[src/rtl/frame_delay_conv.sv]
module frame_delay_conv #(
  parameter int OUT_W = 13
) (
  input  logic             clk,
  input  logic             rst_n,
  input  logic [7:0]       cfg,
  output logic [OUT_W-1:0] delay_samples,
  output logic             use_frame,
  output logic             done
);
  localparam int PW = 20;
  localparam int CW = $clog2(PW + 1);
  localparam logic [PW-1:0] MAXV = (PW'(1) << OUT_W) - PW'(1);

  logic [7:0]    cfg_q;
  logic [PW-1:0] dvd;
  logic [4:0]    rem, dvs;
  logic [CW-1:0] cnt;
  logic          busy;

  function automatic logic [16:0] rate_of(input logic [2:0] code);
    case (code)
      3'd0:    rate_of = 17'd32000;
      3'd1:    rate_of = 17'd44100;
      3'd3:    rate_of = 17'd88200;
      3'd4:    rate_of = 17'd96000;
      default: rate_of = 17'd48000;
    endcase
  endfunction

  wire           changed = cfg != cfg_q;
  wire [PW-1:0]  product = PW'(cfg[2:0]) * PW'(rate_of(cfg[5:3]));
  wire [5:0]     trial   = {rem, dvd[PW-1]};
  wire           take    = trial >= {1'b0, dvs};
  wire [5:0]     diff    = trial - {1'b0, dvs};
  wire [PW-1:0]  qnext   = {dvd[PW-2:0], take};
  wire [OUT_W-1:0] clamped = (qnext > MAXV) ? OUT_W'(MAXV) : OUT_W'(qnext);

  always_ff @(posedge clk or negedge rst_n) begin
    if (!rst_n) begin
      cfg_q <= '0; dvd <= '0; rem <= '0; dvs <= 5'd25; cnt <= '0; busy <= 1'b0;
      delay_samples <= '0; use_frame <= 1'b0; done <= 1'b0;
    end else begin
      done <= 1'b0;
      if (changed) begin
        cfg_q <= cfg;
        dvd   <= product;
        rem   <= '0;
        dvs   <= cfg[6] ? 5'd30 : 5'd25;
        cnt   <= CW'(PW);
        busy  <= 1'b1;
      end else if (busy) begin
        dvd <= qnext;
        rem <= take ? diff[4:0] : trial[4:0];
        cnt <= cnt - CW'(1);
        if (cnt == CW'(1)) begin
          busy          <= 1'b0;
          done          <= 1'b1;
          delay_samples <= clamped;
          use_frame     <= cfg_q[7];
        end
      end
    end
  end

  p_flag_r2: assert property (@(posedge clk) disable iff (!rst_n)
    done |-> use_frame == cfg_q[7]);
  p_zero_r5: assert property (@(posedge clk) disable iff (!rst_n)
    done |-> ((delay_samples == '0) == (cfg_q[2:0] == 3'd0)));
  p_pulse_r8: assert property (@(posedge clk) disable iff (!rst_n)
    done |=> !done);
  p_start_r8: assert property (@(posedge clk) disable iff (!rst_n)
    changed |=> busy && cfg_q == $past(cfg));
  p_quiet_r9: assert property (@(posedge clk) disable iff (!rst_n)
    (!busy && !changed) |=> !done);
  p_hold_r9: assert property (@(posedge clk) disable iff (!rst_n)
    !($stable(delay_samples) && $stable(use_frame)) |-> done);
endmodule

[config.mk]
export PLATFORM = sky130hd
export DESIGN_NAME = frame_delay_conv
export DESIGN_NICKNAME = d
export VERILOG_FILES = /design/src/rtl/frame_delay_conv.sv
export SDC_FILE = /design/constraint.sdc
export NUM_CORES = 1
export LEC_CHECK = 0
export CORE_MARGIN = 2
export CORE_UTILIZATION = 38
export DETAILED_ROUTE_END_ITERATION = 8
export DONT_BUFFER_PORTS = 1
export HOLD_SLACK_MARGIN = 0.06
export PLACE_DENSITY = 0.61
export SETUP_SLACK_MARGIN = 0.15
export SYNTH_ARGS = -nofsm -noshare
export SYNTH_HDL_FRONTEND = slang
export SYNTH_SLANG_ARGS = --single-unit
[constraint.sdc]
create_clock -name clk -period 2.5 [get_ports clk]
set_clock_uncertainty 0.15 [all_clocks]
set_input_delay 0.25 -clock clk [delete_from_list [all_inputs] [get_ports clk]]
set_output_delay 0.25 -clock clk [all_outputs]
set_load 0.1 [all_outputs]
# ---- Yosys cells after proc, flatten, opt, wreduce, memory -nomap -nowiden
# Index checks and enable logic that the tools add are counted.
dict set report totals {
  output_inout_bits 15
  ff_bits 59
  inputBits 10
  elab_cells 39
}
dict set report classes {
  reduce_logical 3
  bitwise 1
  n_lt_le_gt_ge 2
  addsub 2
  eq_ne 5
  mux 16
  mul 1
}
# cell n
set op_table {}
lappend op_table {{17-bit one-hot mux with 4 select lines} 1}
lappend op_table {{20-bit two-way mux} 2}
lappend op_table {{5-bit two-way mux} 5}
lappend op_table {{20-bit by 13-bit > comparator with 1-bit output, second input constant} 1}
lappend op_table {{3-bit by 17-bit multiplier with 20-bit output} 1}
lappend op_table {{13-bit two-way mux} 1}
lappend op_table {{8-bit != test} 1}
lappend op_table {{6-bit by 5-bit >= comparator with 1-bit output} 1}
lappend op_table {{1-bit two-way mux} 6}
lappend op_table {{5-bit by 1-bit equality test with 1-bit output, second input constant} 1}
lappend op_table {{5-bit by 1-bit subtractor with 5-bit output, second input constant} 1}
lappend op_table {{5-bit subtractor} 1}
lappend op_table {{3-bit by 1-bit equality test with 1-bit output, second input constant} 1}
lappend op_table {{3-bit by 2-bit equality test with 1-bit output, second input constant} 1}
lappend op_table {{3-bit equality test, second input constant} 1}
lappend op_table {{3-bit logical NOT} 1}
lappend op_table {{3-bit two-way mux} 1}
lappend op_table {{3-bit AND reduction} 1}
lappend op_table {{2-bit nonzero test} 1}
lappend op_table {{1-bit inverter} 1}

# ---- Depth between registers and ports, before layout
# Gate-level depths: netlist (run 1).
dict set report logic_depth {
  depth_word 4
  ltp_mapped 14
  depth_no_buf 13
}

# ---- Worst setup path after synthesis (run 1)
# No wires, ideal clock.
dict set report synth_timing {
  kind {input port to flip-flop}
  from {in cfg[3]}
  to {reg dvd[17]}
  n_path_buf 1
  t_required_ns 2.230
  setup_time_ns 0.120
  arrival_time_ns 2.850
  setup_slack_ns -0.620
  cell_stages 13
  cell_sequence {buf_2 -> inv_1 -> nor2_1 -> nand2_1 -> o21ai_0 -> nand2_1 -> fa_1 -> inv_1 -> ha_1 -> a21oi_1 -> o21ai_0 -> or3_1 -> a31o_1}
}
dict set report synth_via {
  elab_chain_cells 4
  elab_cells_between_ends 9
  classes_between {mul (1); eq/ne (4); mux (2); reduce/logical (2)}
}
# item line_no
set synth_lines {}
lappend synth_lines {{start: declaration} 6} ;# input logic [7:0] cfg,
lappend synth_lines {{3-bit equality test (tied with other cells)} 22} ;# case (code)
lappend synth_lines {{17-bit one-hot mux with 4 select lines} 22}
lappend synth_lines {{3-bit by 17-bit multiplier with 20-bit output} 32} ;# wire [PW-1:0] product = PW'(cfg[2:0]) * PW'(rate_of(cfg[5:3]));
lappend synth_lines {{20-bit two-way mux} 45} ;# if (changed) begin
lappend synth_lines {{end signal: assignment} 47} ;# dvd <= product;
lappend synth_lines {{end signal: assignment} 53} ;# dvd <= qnext;
lappend synth_lines {{end: declaration} 16} ;# logic [PW-1:0] dvd;
# Several ways; a longest one is shown, not always the timed one.
# A chain may end at the register's enable or synchronous reset.

# ---- Final worst setup path (run 1)
dict set report layout_timing {
  from {in cfg[5]}
  to {reg dvd[17]}
}
# Same word-level chain as after synthesis.

==> results of run 1 <==
## Yosys cell counts (5+ instances only)
cell / n / share of area
a211oi_1: 6 / 0.012
a21o_1: 5 / 0.0097
a21oi_1: 16 / 0.021
and2_1: 7 / 0.011
buf_2: 8 / 0.010
clkbuf_1: 15 / 0.014
dfrtp_1: 54 / 0.35
fa_1: 11 / 0.057
ha_1: 22 / 0.071
inv_1: 48 / 0.046
mux2i_1: 29 / 0.075
nand2_1: 52 / 0.050
nand3_1: 8 / 0.010
nor2_1: 34 / 0.033
nor3_1: 5 / 0.0064
o21ai_0: 20 / 0.026
xnor2_1: 17 / 0.038
## where the power goes
| group | switching [mW] | total (mW) | internal (mW) |
|---|---|---|---|
| Sequential | 0.0551 | 1.02 | 0.963 |
| Clock | 0.309 | 0.612 | 0.302 |
| Combinational | 0.419 | 0.834 | 0.415 |
| Total | 0.783 | 2.46 | 1.68 |
## critical path: cells and delay by family
kind	cells	cell delay, ns
buf+inv	1	0.08
simple gates	5	0.93
fa+ha+maj	2	0.63
compound gates	3	0.58
## logic make-up (layout without fill, tap and decap cells)
group	count (synthesis)	after routing	synth area share
multiplexers	34	34	0.0892
XOR/XNOR	19	19	0.0428
buffers and inverters	74	120	0.0779
AND/OR/NAND/NOR	134	134	0.170
adder cells (fa/ha/maj)	33	33	0.127
flip-flops	55	55	0.354
AO/OA/AOI/OAI	74	74	0.138
## cell usage in the layout, fill, tap and decap left out, drive strengths merged, types with 4 or more instances in the layout
master,Yosys,final
a211oi,7,7
a21o,5,5
a21oi,18,18
and2,7,7
and3,4,4
buf,11,55
clkbuf,15,5
dfrtp,54,54
dlygate4sd3,0,9
fa,11,11
ha,22,22
inv,48,48
mux2,5,5
mux2i,29,29
nand2,52,52
nand3,8,8
nor2,34,34
nor3,5,5
nor4,4,4
o21ai,22,22
xnor2,17,17
## repair_timing
item / in CTS / in global routing
pin swaps: 21 / 22
hold endpoints to repair: 64 / 0
buffers inserted: 6 / 3
hold buffers: 10 / 0
endpoints found under the setup margin: 12 / 14
gates resized for setup: 19 / 31
## registers in the layout (all words and copies together) (netlist names)
register / count
dvd: 20
busy: 1
dvs: 1
delay_samples: 13
done: 1
cnt: 5
use_frame: 1
rem: 5
cfg_q: 8
## stage by stage
stage	worst slack (ns)	utilization	setup TNS (ns)	instances	area, sq um
finish	0.0735	0.497	0	602	4900
global route	-0.0238	0.497	-0.0238	602	4900
CTS	0.0799	0.482	0	599	4760
detailed placement	-0.344	0.447	-2.63	575	4410
global placement	-0.288	0.447	-2.17	575	4410
floorplan	-0.344	-	-2.08	423	4020
## worst paths after layout
kind | to | slack [ns] | cells past startpoint
setup / recovery | dvd[17] | 0.07 | 11
hold / removal | dvd[3] | 0.20 | 4
setup reg to reg | rem[0] | 0.24 | 7
hold reg to reg | delay_samples[12] | 0.37 | 2
max in group asynchronous | dvs[0] | 1.57 | 2
min in group asynchronous | dvd[16] | 0.32 | 2
## per-layer routing
metal	part of all wire	vias up	routed length, um	global-route usage
met5	0	-	0	0
met3	0.035	15	304	0.0250
met2	0.47	60	4120	0.258
met1	0.48	1474	4230	0.232
li1	-	1522	-	-
met4	0.016	0	138	0.0419
## cell type report
| class | count | area (sq um) |
|---|---|---|
| clock inverters | 3 | 46.3 |
| flip-flops and latches | 55 | 1380 |
| inverters | 48 | 209 |
| repair buffers | 64 | 539 |
| multi-input cells | 294 | 2490 |
| clock buffers | 5 | 68.8 |
| fillers | 910 | 4970 |
| well taps | 133 | 166 |
==> metrics.md, run 1 <==
| Metric | Value |
|---|---|
| Cell Chain, Critical Path | `nand2b_4 > or2_4 > nand2_2 > fa_1 > inv_2 > ha_4 > nand3_4 > o221ai_4 > o2111a_2 > or3_1 > a31o_1` |
| Synth warn | `0` |
| Critical path endpoint category | `flop` |
| Post-Synthesis Cells | `423` |
| CP max FO | `10` |
| Synth Cell Area | `3890 sq um` |
| Clock Tree Buf Depth | `2` |
| Fin. Hold Viols | `0` |
| Worst Path Required | `2.55 ns` |
| Clk Latency, worst-skew pair | `0.32 ns` |
| Clock sink count | `55` |
| Worst endpoint data arrival time | `2.47 ns` |
| Startpoint types | `input port` |
| Antenna Cells | `0` |
| Crit path time final | `2.43 ns` |
| Nets | `511` |
| Critical path origin | `cfg[5]` |
| Seq cells post-synth | `55` |
| Cell Pwr Density | `503 nW/um^2` |
| Worst hold path class | `in2reg` |
| Max VDD drop | `250 uV` |
| Kind of critical path | `in2reg` |
| EDFF count, synth | `0` |
| RSZ-0062 raised after global routing | `yes` |
| CTS tree | `built` |
| Fmax achieved | `~410 MHz` |
| PortBufs | `0` |
| DR pass1 iterations | `5` |
| Total power | `2.46 mW` |
| Top FF cell, synth | `dfrtp_1` |
| DRC Markers | `0` |
| Die Height | `105 um` |
| Pleak | `2.36 nW` |
| Post-synthesis sequential area ratio | `0.354` |
| Hold_sp | `cfg[4]` |
| Remaining Overflow, GRT | `0` |
| CP max stage cell | `fa_1` |
| Via count | `3071` |
| Worst-margin pin slew | `0.903 ns` |
| Status | `completed` |
| Die area | `11100 sq um` |
| TritonCTS buffer count | `5` |
| Final Wtd Congestion | `0.897` |
| Final Slew Violations | `0` |
| Max incr delay on CP | `0.42 ns` |
| Reg2reg start | `dvs[0]` |
| Initial Utilization | `0.394` |
| Num rows | `36` |
| Vias per cell | `between 5 and 6` |
| Slew headroom | `0.398` |
| Synth async-reset ratio | `1.00` |
| Initial antenna violation count | `0` |
| H-tree Lvls | `2` |
| Hold slack | `about 0.20 ns` |
| Largest net degree at the start of global routing | `56` |
| DRT iter0 DRCs | `between 150 and 200` |
| Tcrit/Tclk final | `0.971` |
| Vias in the first global route | `2999` |
| Core Region | `9860 sq um` |
| Boundary Pins | `25` |
| Detail Route Antenna Nets | `0` |
| Area Growth Syn to Fin | `26.0%` |
| Syn_nets | `466` |
| CTS root buf | `clkbuf_8` |
| Layout cells sized above 1 | `0.267` |
| Synthesized area per cell | `9.19 sq um` |
| First-pass GRT wire length | `14.7 mm` |
| Chip width | `105 um` |
| WL per Instance | `14.6 um` |
| Max cap viols | `0` |
| Setup violators final | `0` |
| Reg clk slew, reported paths | `around 0.12 ns` |
| Overall routing resource usage | `0.163` |
| Synth unique cells | `59` |
| Total wire length | `about 9 mm` |
| DP HPWL | `about 6.4 mm` |
Note: power is estimated with default switching activity, not from simulation.
==> inputs of run 2 (changes only) <==
--- a/config.mk
+++ b/config.mk
@@ -8,4 +8,5 @@
 export CORE_MARGIN = 2
 export CORE_UTILIZATION = 38
+export CTS_CLUSTER_SIZE = 16
 export DETAILED_ROUTE_END_ITERATION = 8
 export DONT_BUFFER_PORTS = 1
--- a/constraint.sdc
+++ b/constraint.sdc
@@ -3,3 +3,3 @@
 set_input_delay 0.25 -clock clk [delete_from_list [all_inputs] [get_ports clk]]
 set_output_delay 0.25 -clock clk [all_outputs]
-set_load 0.1 [all_outputs]
+set_load 0.02 [all_outputs]
==> run 2 against run 1 <==
Against the previous run: via count decreased by 1.0%; hold slack better by 0.011 ns; fmax is 2.0% lower; critical path type unchanged; largest cell class unchanged.
==> metrics.md, run 2 (synthesized netlist as in run 1, its figures left out) <==
| Metric | Value |
|---|---|
| Clk Latency, worst-skew pair | `0.31 ns (about the same)` |
| Sw frac | `0.316 (-0.00189)` |
| Slew headroom | `0.605 (+0.208)` |
| Clock Tree Buf Depth | `2 (unchanged)` |
| H-tree Lvls | `2 (unchanged)` |
| Boundary Pins | `25 (unchanged)` |
| DRT iter0 DRCs | `130 (-34%)` |
| Final instance area | `4840 sq um (-1.3%)` |
| Reg with most FFs | `dvd` |
| Layout cells sized above 1 | `0.263 (-0.00303)` |
| Pint | `1.66 mW (-1.0%)` |
| Initial Utilization | `0.394 (unchanged)` |
| CTS tree | `built` |
| Biggest regs | `dvd: 20 flops, delay_samples: 13 flops, cfg_q: 8 flops` |
| Kind of critical path | `in2reg` |
| Final Wtd Congestion | `0.855 (-4.7%)` |
| Clock power share | `0.243 (-0.005)` |
| Reg clk slew, reported paths | `0.11 ns (about the same)` |
| Reg power frac | `0.419 (+0.006)` |
| Total wire length | `8.95 mm (+1.9%)` |
| Overall routing resource usage | `0.166 (+0.00289)` |
| Worst-margin pin slew | `0.592 ns (-0.311 ns)` |
| Combinational share of power | `0.338 (about the same)` |
| Most frequent cells in the layout | `dfrtp_1 (54), nand2_1 (47), buf_4 (45)` |
| Clock sink count | `55 (unchanged)` |
| Crit path time final | `2.48 ns (+0.0498 ns)` |
| Startpoint types | `input port` |
| Worst endpoint data arrival time | `2.52 ns (+0.05 ns)` |
| Die area | `11100 sq um (unchanged)` |
| Post-route insts no fill | `596 (-1.0%)` |
| DRC Markers | `0 (unchanged)` |
| Num rows | `36 (unchanged)` |
| Placed Cells | `569 (-1.0%)` |
| Vias per cell | `5.10 (about the same)` |
| Tcrit/Tclk final | `0.991 (+0.0199)` |
| Initial antenna violation count | `0 (unchanged)` |
| CTS root buf | `clkbuf_8` |
| Fin. Hold Viols | `0 (unchanged)` |
| Cell Pwr Density | `503 nW/um^2 (about the same)` |
| WHS Endpoint | `dvd[6]` |
| Antenna Cells | `0 (unchanged)` |
| Fmax achieved | `404 MHz (-2.0%)` |
| Core Region | `9860 sq um (unchanged)` |
| Cell Area, Placed | `4350 sq um (-1.3%)` |
| Hold_sp | `cfg[3]` |
| Worst setup margin | `0.0237 ns (-0.0498 ns)` |
| Fillers | `914 (+0.44%)` |
| First-pass GRT wire length | `14.9 mm (+0.94%)` |
| Total power | `2.43 mW (-1.3%)` |
| Via count | `3040 (-1.0%)` |
| Register-to-Register Setup Slack | `0.21 ns (-0.03 ns)` |
| Chip width | `105 um (unchanged)` |
| CP max FO | `10 (unchanged)` |
| Area Growth Syn to Fin | `24.5%` |
| Largest net degree at the start of global routing | `56 (unchanged)` |
| PortBufs | `0 (unchanged)` |
| Max cap viols | `0 (unchanged)` |
| Status | `completed` |
| TritonCTS buffer count | `5 (unchanged)` |
| NetSw | `0.768 mW (-1.9%)` |
| Vias in the first global route | `2962 (-1.2%)` |
| Pleak | `2.33 nW (-1.2%)` |
| Final core occ | `0.490 (-0.00621)` |
| Reg2reg start | `dvs[0]` |
| DP HPWL | `6.23 mm (-2.2%)` |
| R2R depth | `8 (+1)` |
| Die Height | `105 um (unchanged)` |
| R2r endpoint | `rem[2]` |
| Commonest non-fill, non-tap cell in the layout | `dfrtp_1` |
| Hold path cells | `4 (unchanged)` |
| DR pass1 iterations | `4 (-1)` |
| Setup TNS | `0 ns (unchanged)` |
| Final Slew Violations | `0 (unchanged)` |
| Worst hold path class | `in2reg` |
| Setup violators final | `0 (unchanged)` |
| Max VDD drop | `245 uV (-2.0%)` |
| Detail Route Antenna Nets | `0 (unchanged)` |
| Hold slack | `0.213 ns (+0.0108 ns)` |
| Critical path endpoint category | `flop` |
| Pre-CTS setup slack | `-0.320 ns (+0.0237 ns)` |
| Remaining Overflow, GRT | `0 (unchanged)` |
| RSZ-0062 raised after global routing | `yes` |
| Largest register FFs | `20 (unchanged)` |
| Nets | `506 (-0.98%)` |
| WL per Instance | `15.0 um (+2.9%)` |
| Worst Path Required | `2.54 ns (about the same)` |
==> run 2: cell types whose count changed in the layout (fill, tap and decap cells not counted), moves of 2 or more <==
| cell | delta |
|---|---|
| a211oi_2 | +2 |
| buf_6 | +3 |
| o21ai_1 | -3 |
| inv_1 | +2 |
| o21ai_2 | +2 |
| buf_4 | -7 |
==> run 2: area by class of cell <==
type | instances | area [sq um] | share of cell area
clock buffer | 5 | 68.8 | 0.0142
timing repair buffer | 59 | 500 | 0.103
inverter | 48 | 183 | 0.0378
sequential | 55 | 1380 | 0.285
multi-input combinational | 294 | 2500 | 0.518
clock inverter | 2 | 37.5 | 0.00776
tap | 133 | 166 | 0.0344
==> run 2: metal layers <==
metal,track usage,up-vias,wire (um)
met5,0,-,0
met4,0.0410,0,136
met3,0.0237,11,206
met2,0.273,49,4280
met1,0.230,1475,4330
li1,-,1505,-
==> run 2: how the worst max path moves through the flow <==
stage / start / end / depth (start not counted)
6_report: cfg[3] / dvd[17] / 11
5_1_grt: cfg[5] / dvd[17] / 12
4_1_cts: cfg[5] / dvd[17] / 12
3_5_place_dp: cfg[5] / dvd[17] / 11
3_3_place_gp: cfg[5] / dvd[14] / 12
2_1_floorplan: cfg[5] / dvd[17] / 13
==> run 2: critical path: stages <==
cell and delay [ns]:
inv_4 0.04, a21o_1 0.16, nand2_2 0.07, fa_1 0.49, inv_2 0.05, ha_4 0.26, a21oi_4 0.20, o221ai_4 0.15
o2111a_2 0.29, or3_1 0.36, a31o_1 0.22
==> run 2: power by group through the flow <==
| stage | sequential [mW] | clock, mW | combinational [mW] |
|---|---|---|---|
| after floorplan | 1.02 | 0 | 0.506 |
| after global placement | 1.04 | 0 | 0.660 |
| after detailed placement | 1.04 | 0 | 0.664 |
| after CTS | 1.02 | 0.620 | 0.758 |
| after global routing | 1.03 | 0.645 | 0.910 |
| final | 1.02 | 0.590 | 0.823 |
==> run 2: repair_timing <==
action | in CTS | in global routing
resized for setup | 18 | 31
setup endpoints to repair | 11 | 15
pin swaps | 17 | 28
hold buffers | 10 | 0
buffers inserted | 6 | 4
hold endpoints to repair | 64 | 0
